`src/rtl/dbg_mailbox_pkg.sv`:
```
package dbg_mailbox_pkg;

   // Fields of a system-register access encoding
   typedef struct packed {
      logic [1:0] op0;
      logic [2:0] op1;
      logic [3:0] crn;
      logic [3:0] crm;
      logic [2:0] op2;
   } sysreg_enc_t;

   // Encoding selecting the mailbox register
   localparam sysreg_enc_t MBOX_ENC = '{op0: 2'b10, op1: 3'b011,
                                        crn: 4'b0000, crm: 4'b0100,
                                        op2: 3'b000};

endpackage

```
`src/rtl/dbg_mailbox_decode.sv`:
```
module dbg_mailbox_decode
   import dbg_mailbox_pkg::*;
#(
   parameter sysreg_enc_t MATCH = MBOX_ENC
) (
   input  logic        req_i,
   input  logic        we_i,
   input  sysreg_enc_t enc_i,
   output logic        hit_o,
   output logic        rd_hit_o,
   output logic        wr_hit_o
);

   // exact match on every field
   always_comb begin
      hit_o    = req_i && (enc_i == MATCH);
      rd_hit_o = hit_o && !we_i;
      wr_hit_o = hit_o &&  we_i;
   end

endmodule

```
`src/rtl/dbg_mailbox_chan.sv`:
```
// One direction of the mailbox: holding word plus full flag.
// The primary load port wins over the secondary one.
// CLR_WINS picks which flag request wins a same-cycle clash.
module dbg_mailbox_chan #(
   parameter int unsigned WORD_W   = 32,
   parameter bit          CLR_WINS = 1'b1
) (
   input  logic              clk,
   input  logic              rst_n,
   input  logic              ld_pri_i,
   input  logic [WORD_W-1:0] d_pri_i,
   input  logic              ld_sec_i,
   input  logic [WORD_W-1:0] d_sec_i,
   input  logic              set_i,
   input  logic              clr_i,
   output logic [WORD_W-1:0] data_o,
   output logic              full_o
);

   logic full_nxt;

   always_ff @(posedge clk) begin
      if (!rst_n)        data_o <= '0;
      else if (ld_pri_i) data_o <= d_pri_i;
      else if (ld_sec_i) data_o <= d_sec_i;
   end

   generate
      if (CLR_WINS) begin : g_clr_wins
         always_comb begin
            if (clr_i)      full_nxt = 1'b0;
            else if (set_i) full_nxt = 1'b1;
            else            full_nxt = full_o;
         end
      end else begin : g_set_wins
         always_comb begin
            if (set_i)      full_nxt = 1'b1;
            else if (clr_i) full_nxt = 1'b0;
            else            full_nxt = full_o;
         end
      end
   endgenerate

   always_ff @(posedge clk) begin
      if (!rst_n) full_o <= 1'b0;
      else        full_o <= full_nxt;
   end

   // flag clear one edge after reset
   p_reset_clear_r1: assert property (@(posedge clk)
      !rst_n |=> !full_o && (data_o == '0));

endmodule

```
`src/rtl/dbg_mailbox.sv`:
```
module dbg_mailbox
   import dbg_mailbox_pkg::*;
#(
   parameter int unsigned WORD_W          = 32,
   parameter bit          ZERO_WHEN_EMPTY = 1'b1,
   localparam int unsigned REG_W          = 2 * WORD_W
) (
   input  logic              clk,
   input  logic              rst_n,
   input  logic              core_req,
   input  logic              core_we,
   input  logic [1:0]        core_op0,
   input  logic [2:0]        core_op1,
   input  logic [3:0]        core_crn,
   input  logic [3:0]        core_crm,
   input  logic [2:0]        core_op2,
   input  logic [REG_W-1:0]  core_wdata,
   output logic [REG_W-1:0]  core_rdata,
   output logic              core_hit,
   input  logic              dbg_rx_we,
   input  logic [WORD_W-1:0] dbg_rx_wdata,
   input  logic              dbg_tx_re,
   output logic [WORD_W-1:0] dbg_tx_rdata,
   output logic              dbg_rx_full,
   output logic              dbg_tx_full
);

   generate
      if (WORD_W == 0 || (WORD_W % 8) != 0) begin : g_bad_width
         $error("dbg_mailbox: WORD_W must be a non-zero multiple of 8");
      end
   endgenerate

   sysreg_enc_t       enc;
   logic              rd_hit, wr_hit;
   logic [WORD_W-1:0] rx_word, tx_word;
   logic [WORD_W-1:0] wr_hi, wr_lo;

   assign enc   = '{op0: core_op0, op1: core_op1, crn: core_crn,
                    crm: core_crm, op2: core_op2};
   assign wr_hi = core_wdata[REG_W-1:WORD_W];
   assign wr_lo = core_wdata[WORD_W-1:0];

   dbg_mailbox_decode #(.MATCH(MBOX_ENC)) u_dec (
      .req_i    (core_req),
      .we_i     (core_we),
      .enc_i    (enc),
      .hit_o    (core_hit),
      .rd_hit_o (rd_hit),
      .wr_hit_o (wr_hit)
   );

   // Receive direction: core write has priority on data,
   // core read clear beats debugger set.
   dbg_mailbox_chan #(.WORD_W(WORD_W), .CLR_WINS(1'b1)) u_rx (
      .clk      (clk),
      .rst_n    (rst_n),
      .ld_pri_i (wr_hit),
      .d_pri_i  (wr_hi),
      .ld_sec_i (dbg_rx_we),
      .d_sec_i  (dbg_rx_wdata),
      .set_i    (dbg_rx_we),
      .clr_i    (rd_hit),
      .data_o   (rx_word),
      .full_o   (dbg_rx_full)
   );

   // Transmit direction: core write set beats debugger read clear
   dbg_mailbox_chan #(.WORD_W(WORD_W), .CLR_WINS(1'b0)) u_tx (
      .clk      (clk),
      .rst_n    (rst_n),
      .ld_pri_i (wr_hit),
      .d_pri_i  (wr_lo),
      .ld_sec_i (1'b0),
      .d_sec_i  ('0),
      .set_i    (wr_hit),
      .clr_i    (dbg_tx_re),
      .data_o   (tx_word),
      .full_o   (dbg_tx_full)
   );

   assign dbg_tx_rdata = tx_word;

   // Core read: word-swapped halves
   generate
      if (ZERO_WHEN_EMPTY) begin : g_rd_zero
         assign core_rdata = (rd_hit && dbg_rx_full) ? {tx_word, rx_word} : '0;

         // empty receive flag reads as zero
         p_empty_zero_r5: assert property (@(posedge clk) disable iff (!rst_n)
            (core_req && !core_we && !dbg_rx_full) |-> (core_rdata == '0));
      end else begin : g_rd_raw
         assign core_rdata = rd_hit ? {tx_word, rx_word} : '0;
      end
   endgenerate

   // core write keeps the receive flag when the debugger is idle
   p_wr_keep_rx_r2: assert property (@(posedge clk) disable iff (!rst_n)
      (wr_hit && !dbg_rx_we) |=> (dbg_rx_full == $past(dbg_rx_full)));

   // core write sets the transmit flag
   p_wr_sets_tx_r3: assert property (@(posedge clk) disable iff (!rst_n)
      wr_hit |=> dbg_tx_full);

   // core read clears the receive flag
   p_rd_clears_rx_r6: assert property (@(posedge clk) disable iff (!rst_n)
      rd_hit |=> !dbg_rx_full);

   // an unmatched access with an idle debugger changes nothing
   p_miss_quiet_r7: assert property (@(posedge clk) disable iff (!rst_n)
      (core_req && !core_hit && !dbg_rx_we && !dbg_tx_re) |=>
         ($stable(dbg_rx_full) && $stable(dbg_tx_full) && $stable(dbg_tx_rdata)));

   // debugger write sets the receive flag unless the core reads
   p_dbg_wr_sets_r8: assert property (@(posedge clk) disable iff (!rst_n)
      (dbg_rx_we && !rd_hit) |=> dbg_rx_full);

   // debugger read clears the transmit flag unless the core writes
   p_dbg_rd_clears_r9: assert property (@(posedge clk) disable iff (!rst_n)
      (dbg_tx_re && !wr_hit) |=> !dbg_tx_full);

endmodule

```
`config.mk`:
```
export PLATFORM = sky130hd
export DESIGN_NAME = dbg_mailbox
export DESIGN_NICKNAME = d
export VERILOG_FILES = /design/src/rtl/dbg_mailbox_pkg.sv /design/src/rtl/dbg_mailbox_decode.sv /design/src/rtl/dbg_mailbox_chan.sv /design/src/rtl/dbg_mailbox.sv
export SDC_FILE = /design/constraint.sdc
export NUM_CORES = 1
export LEC_CHECK = 0
export BUFFER_PORTS_ARGS = -buffer_cell sky130_fd_sc_hd__buf_4
export CORE_ASPECT_RATIO = 1.1
export CORE_MARGIN = 1
export CORE_UTILIZATION = 39
export CTS_CLUSTER_DIAMETER = 120
export DETAILED_ROUTE_END_ITERATION = 10
export PLACE_DENSITY = 0.77
export SETUP_SLACK_MARGIN = 0.15
export SKIP_CTS_REPAIR_TIMING = 1
export SYNTH_ARGS = -nofsm -noshare
export SYNTH_HDL_FRONTEND = slang
export SYNTH_SLANG_ARGS = --single-unit
```
`constraint.sdc`:
```
create_clock -name clk -period 1.65 [get_ports clk]
set_input_delay 0.33 -clock clk [delete_from_list [all_inputs] [get_ports clk]]
set_output_delay 0.33 -clock clk [all_outputs]
set_load 0.03 [all_outputs]
```
==> results.sh, run 1 <==
export IMPL_cts_made_buffers=9
export IMPL_syn_inst=411
export IMPL_die_area_mm2=0.00934
export IMPL_p_sw_share_pct=24.8
export IMPL_antenna_cells=0
export IMPL_synth_xor_xnor_area_share_pct=0
export IMPL_clk_latency_ns=0.34
export IMPL_status="complete, but fails checks"
export IMPL_final_common_cell="buf_4"
export IMPL_worstSetupPathType="in -> out"
export IMPL_port_buffers=216
export IMPL_area_delta_synth_final_pct=65.8
export IMPL_cts_clk_slew_worst_paths_ns=0.09
export IMPL_core_mm2=0.00854
export IMPL_synth_simple_gate_area_share_pct=31.0
export IMPL_gp_congestion=0.795
export IMPL_worstSetupStartpointType="input port"
export IMPL_synth_top_family_by_area="simple AND/OR/NAND/NOR gates"
export IMPL_dieHeight_um=101
export IMPL_clock_sinks=66
export IMPL_cts_tree="built"
export IMPL_arrival_ns=1.74
export IMPL_fillers=694
export IMPL_tightest_slew_ns=0.429
export IMPL_vdd_drop_max_uv=365
export IMPL_synth_cell_types=26
export IMPL_drive_gt1_share_pct=56.4
export IMPL_initial_utilization_pct=40.9
export IMPL_yosysSeqAreaShare_pct=37.8
export IMPL_syn_area_mm2=0.00349
export IMPL_maxCapViolations=0
export IMPL_dp_hpwl_mm=7.91
export IMPL_grt_pass1_vias=3319
export IMPL_clock_skew_ns=0
export IMPL_overflow=0
export IMPL_clk_path_buf_depth=2
export IMPL_vias=3641
export IMPL_layout_common_cells="buf_4, nand2_1, buf_6"
export IMPL_first_pass_iters=4
export IMPL_period_needed_ns=2.07
export IMPL_fmax_mhz=483
export IMPL_io_pins=217
export IMPL_leakage_nw=2.62
export IMPL_cp_max_fo=35
export IMPL_wl_mm=10.8
export IMPL_slew_headroom_pct=71.4
export IMPL_synth_adder_area_share_pct=0
export IMPL_share_seq_of_total_power_pct=47.4
export IMPL_power_frac_comb_pct=12.9
export IMPL_finalSetupViolations=64
export IMPL_rsz0062_at_grt="yes"
export IMPL_die_w_um=92.3
export IMPL_slew_viol_final=0
export IMPL_rows=35
export IMPL_ys_seq_elements=66
export IMPL_powerDensity_mw_per_mm2=606
export IMPL_grt_total_usage_pct=21.9
export IMPL_power_switching_w=0.000870
export IMPL_finalHoldViolations=0
export IMPL_tns_ns=-25.25
export IMPL_synth_compound_area_share_pct=5.08
export IMPL_drt_initial_drc_count=86
export IMPL_synth_warning_count=0
export IMPL_setup_slack_ns=-0.420
export IMPL_synth_nets=529
export IMPL_cp_required_ns=1.32
export IMPL_root_buffer="clkbuf_8"
export IMPL_hold_class="in -> reg"
export IMPL_finalCritPeriodShare_pct=125
export IMPL_grt_max_degree=44
export IMPL_crit_path_end_kind="primary output"
export IMPL_p_int_w=0.00264
export IMPL_htree_levels=3
export IMPL_vias_per_cell=4.99
export IMPL_drc=0
export IMPL_detail_route_antenna_nets=0
export IMPL_antenna_found_initial=0
export IMPL_violations="setup timing"
export IMPL_finalNetCount=732
export IMPL_synth_area_mux_share_pct=19.5
export IMPL_dp_worst_setup_slack_ns=-0.453
export IMPL_grt_pass1_wl_mm=16.1
export IMPL_power_w=0.00351
export IMPL_clkPwrFrac_pct=39.8
export IMPL_worst_hold_slack_ns=0.206
export IMPL_wire_per_inst_um=14.8
export IMPL_syn_avg_cell_area_um2=8.50
[logic make-up after synthesis]
kind of cell,count (synthesis)
buffers and inverters,40
muxes,64
DFF,66
and+or+nand+nor,206
AOI/OAI and AO/OA,35
[cells in the mapped netlist]
library cell | number | share of area (%)
nor4b_2 | 1 | 0.43
nand4_1 | 33 | 5.9
nand2_1 | 96 | 10
mux2i_1 | 32 | 9.2
nor2b_1 | 1 | 0.18
buf_8 | 2 | 0.86
inv_1 | 1 | 0.11
and3_1 | 1 | 0.18
clkbuf_1 | 21 | 2.3
o21ai_1 | 32 | 4.6
a21oi_1 | 1 | 0.14
and4_1 | 2 | 0.50
nor4_1 | 1 | 0.18
o21ai_0 | 1 | 0.14
and4b_1 | 1 | 0.29
buf_2 | 10 | 1.4
nor3b_1 | 1 | 0.21
mux2_2 | 32 | 10
dfxtp_1 | 66 | 38
and2_1 | 65 | 12
and2_4 | 1 | 0.25
nor2_1 | 2 | 0.21
o21a_1 | 1 | 0.21
buf_4 | 4 | 0.86
buf_12 | 2 | 1.1
nor4b_4 | 1 | 0.68
[power by group through the flow]
stage               Sequential, W  Clock, W  Combinational (W)
floorplan                 0.00169         0           0.000188
global placement          0.00170         0           0.000438
detailed placement        0.00170         0           0.000446
CTS                       0.00166   0.00143           0.000448
global route              0.00167   0.00150           0.000492
finish                    0.00166   0.00140           0.000452
[through the flow]
step / cell area [um^2] / utilization (%) / instances
5_1_grt: 5790 / 67.9 / 730
3_5_place_dp: 5330 / 62.4 / 714
3_3_place_gp: 5330 / 62.4 / 714
6_report: 5790 / 67.9 / 730
2_1_floorplan: 3620 / - / 411
4_1_cts: 5530 / 64.7 / 730
[sequential cells by signal (all words and copies together), names as in the netlist]
name	cells
u_rx.data_o	32
u_tx.data_o	32
u_rx.full_o	1
u_tx.full_o	1
[path summary, 6_finish.rpt]
check / slack, ns / start / endpoint / cells past startpoint
hold / removal: 0.21 / core_wdata[56] / u_rx.data_o[24] / 3
setup reg to reg: 0.83 / u_rx.data_o[23] / u_rx.data_o[23] / 3
setup / recovery: -0.42 / core_crn[0] / core_rdata[41] / 7
hold reg to reg: 0.48 / u_tx.data_o[26] / u_tx.data_o[26] / 2
[critical path: stages]
cell and delay [ns]:
buf_4 0.12, nor4_4 0.26, nor3b_2 0.24, and4_4 0.29
buf_12 0.17, and2_2 0.18, buf_6 0.13
[metal layers]
layer	track usage [%]	vias up	routed length (um)
li1	-	1793	-
met4	10.6	0	267
met2	38.3	157	5680
met1	24.7	1671	4070
met3	6.08	20	812
met5	0	-	0
[layout make-up]
| type | instances | area [um^2] | share of cell area (%) |
|---|---|---|---|
| Clock buffer | 10 | 128 | 2.20 |
| Timing Repair Buffer | 231 | 2060 | 35.6 |
| Sequential cell | 66 | 1320 | 22.8 |
| Inverter | 1 | 3.75 | 0.0648 |
| Multi-Input combinational cell | 305 | 2070 | 35.7 |
| Clock inverter | 6 | 73.8 | 1.27 |
| Tap cell | 111 | 139 | 2.40 |
Note: power is estimated with default switching activity, not from simulation.
==> run 2, diff against run 1 <==
--- a/config.mk
+++ b/config.mk
@@ -5,13 +5,14 @@
 export SDC_FILE = /design/constraint.sdc
 export NUM_CORES = 1
 export LEC_CHECK = 0
-export BUFFER_PORTS_ARGS = -buffer_cell sky130_fd_sc_hd__buf_4
+export ABC_AREA = 1
 export CORE_ASPECT_RATIO = 1.1
 export CORE_MARGIN = 1
-export CORE_UTILIZATION = 39
+export CORE_UTILIZATION = 50
 export CTS_CLUSTER_DIAMETER = 120
 export DETAILED_ROUTE_END_ITERATION = 10
-export PLACE_DENSITY = 0.77
+export DONT_BUFFER_PORTS = 1
+export PLACE_DENSITY = 0.68
 export SETUP_SLACK_MARGIN = 0.15
 export SKIP_CTS_REPAIR_TIMING = 1
 export SYNTH_ARGS = -nofsm -noshare
==> run 2 against run 1 <==
Against the previous run:
- the flow still finishes with violations (setup timing)
- cell area shrank 6.1%
- synthesized cell count is 40% higher
- count of clock-buffer cells in the layout is the same
- sequential share of layout area grew 1.5 points
- wire length increased by 9.9%
- fmax is 6.9% higher
- worst hold slack worse by 0.085 ns
- clock power up 10%
- register-to-register slack got worse by 0.12 ns
- core utilization grew 13 points
- critical path depth is 2 higher
- largest cell class unchanged
==> results.sh, run 2 <==
export IMPL_fmax_mhz=517
export IMPL_met1_usage_pct=28.4
export IMPL_cts_made_buffers=9
export IMPL_rsz0062_at_grt="yes"
export IMPL_arrival_ns=1.61
export IMPL_wire_per_inst_um=15.9
export IMPL_grt_max_degree=74
export IMPL_vdd_drop_max_uv=462
export IMPL_grt_pass1_wl_mm=15.7
export IMPL_yosysSeqAreaShare_pct=37.1
export IMPL_synth_warning_count=0
export IMPL_worst_hold_slack_ns=0.121
export IMPL_tightest_slew_ns=0.414
export IMPL_status="complete, but fails checks"
export IMPL_netlist_top_cells_area="dfxtp_1, inv_1, nand2_1, a21oi_1, nor2_1"
export IMPL_wl_mm=11.9
export IMPL_cts_tree="built"
export IMPL_cp_required_ns=1.32
export IMPL_antenna_cells=0
export IMPL_violations="setup timing"
export IMPL_htree_levels=3
export IMPL_gp_congestion=0.898
export IMPL_grt_pass1_vias=3546
export IMPL_placed_area_mm2=0.00464
export IMPL_vias_per_cell=5.41
export IMPL_leakage_nw=2.37
export IMPL_worstSetupPathType="in -> out"
export IMPL_clock_skew_ns=0
export IMPL_overflow=0
export IMPL_port_buffers=0
export IMPL_finalHoldViolations=0
export IMPL_grtUsageMet2_pct=49.9
export IMPL_final_common_cell="inv_1"
export IMPL_syn_area_mm2=0.00357
export IMPL_finalCritPeriodShare_pct=117
export IMPL_clock_sinks=66
export IMPL_hold_class="in -> reg"
export IMPL_vias=4047
export IMPL_ys_top_cells_by_count="inv_1, nand2_1, nor2_1, dfxtp_1, a21oi_1"
export IMPL_synth_cell_types=18
export IMPL_tns_ns=-15.25
export IMPL_synth_top_cell_area_share_pct=37.1
export IMPL_powerDensity_mw_per_mm2=636
export IMPL_slew_viol_final=0
export IMPL_fin_util_pct=80.6
export IMPL_drc=0
export IMPL_syn_inst=575
export IMPL_layoutNonFillerInstCount=748
export IMPL_detail_route_antenna_nets=0
export IMPL_yosys_area_top_type="dfxtp_1"
export IMPL_period_needed_ns=1.94
export IMPL_top_usage_layer="met2"
export IMPL_area_delta_synth_final_pct=52.6
export IMPL_grt_total_usage_pct=27.2
export IMPL_finalInstanceArea_mm2=0.00544
export IMPL_clk_latency_ns=0.33
export IMPL_crit_path_end_kind="primary output"
export IMPL_antenna_found_initial=0
export IMPL_finalNetCount=779
export IMPL_dp_hpwl_mm=7.47
export IMPL_ys_seq_elements=66
export IMPL_initial_utilization_pct=52.8
export IMPL_io_pins=217
export IMPL_clk_path_buf_depth=2
export IMPL_met3_usage_pct=5.86
export IMPL_slew_headroom_pct=72.4
export IMPL_setup_slack_ns=-0.285
export IMPL_worstSetupStartpointType="input port"
export IMPL_core_mm2=0.00675
export IMPL_cp_max_fo=9
export IMPL_synth_edf_count=0
export IMPL_root_buffer="clkbuf_8"
export IMPL_syn_avg_cell_area_um2=6.20
export IMPL_rows=31
export IMPL_async_flop_share_pct=0
export IMPL_first_pass_iters=4
export IMPL_synth_nets=693
export IMPL_largestRegisters="u_rx.data_o: 32 flops, u_tx.data_o: 32 flops"
export IMPL_die_w_um=82.5
export IMPL_die_area_mm2=0.00747
export IMPL_cts_clk_slew_worst_paths_ns=0.08
export IMPL_synthFlopType="dfxtp_1"
export IMPL_layout_common_cells="inv_1, nand2_1, dfxtp_1"
export IMPL_finalSetupViolations=64
export IMPL_dp_cells=724
export IMPL_drt_initial_drc_count=258
export IMPL_fillers=459
export IMPL_drive_gt1_share_pct=32.9
export IMPL_maxCapViolations=0
export IMPL_dieHeight_um=90.6
## run 2: cell types whose count changed in the layout (fill, tap and decap cells not counted), sizes merged, moves of 3 or more
cell,change
buf,-119
inv,+104
nor2,+78
and2,-66
a21oi,+64
nand3,+33
mux2,-32
mux2i,-32
nand2,+15
clkbuf,+5
clkinv,+3
## run 2: final timing paths
| kind | start | end | slack [ns] | depth (start not counted) |
|---|---|---|---|---|
| setup / recovery | core_op2[0] | core_rdata[51] | -0.29 | 9 |
| setup reg to reg | u_rx.full_o | u_rx.full_o | 0.71 | 3 |
| hold reg to reg | u_rx.data_o[11] | u_rx.data_o[11] | 0.49 | 2 |
| hold / removal | rst_n | u_tx.data_o[16] | 0.12 | 2 |
## run 2: final cells by class
| cell class | instances | area, um^2 | area share, % |
|---|---|---|---|
| clock inverters | 6 | 90.1 | 1.66 |
| multi-input cells | 357 | 2070 | 38.1 |
| flip-flops and latches | 66 | 1320 | 24.3 |
| inverters | 110 | 464 | 8.53 |
| well taps | 82 | 103 | 1.89 |
| clock buffers | 10 | 138 | 2.53 |
| repair buffers | 117 | 1250 | 23.0 |
## run 2: critical path: stages
cell	delay (ns)
nor2_1	0.12
nand2_1	0.13
nor2_4	0.14
nand2_4	0.07
nor2_4	0.17
nand2_8	0.14
buf_6	0.19
nor2_2	0.11
buf_4	0.18
## run 2: power by group
part / total [W] / switching [W] / internal (W) / leakage (nW)
sequential: 0.00166 / 0.0000252 / 0.00164 / 0.538
combinational: 0.000258 / 0.000159 / 0.0000994 / 1.72
clock: 0.00154 / 0.000649 / 0.000894 / 0.112
## run 2: cell families after synthesis
| logic type | after synthesis | share of synthesized area, % |
|---|---|---|
| buffers and inverters | 152 | 17.0 |
| flip-flops | 66 | 37.1 |
| AO/OA/AOI/OAI | 98 | 13.8 |
| AND/OR/NAND/NOR | 259 | 32.2 |
## run 2: layer usage
layer | share of wire, % | wire length, um
met1 | 36 | 4300
met2 | 53 | 6280
met3 | 8.1 | 958
met4 | 3.1 | 367
met5 | 0 | 0
## run 2: per-stage QoR
step	setup slack [ns]	power, W
after floorplan	-0.219	0.00191
after global placement	-0.182	0.00192
after detailed placement	-0.213	0.00193
after CTS	-0.207	0.00345
after global routing	-0.376	0.00358
final	-0.285	0.00346
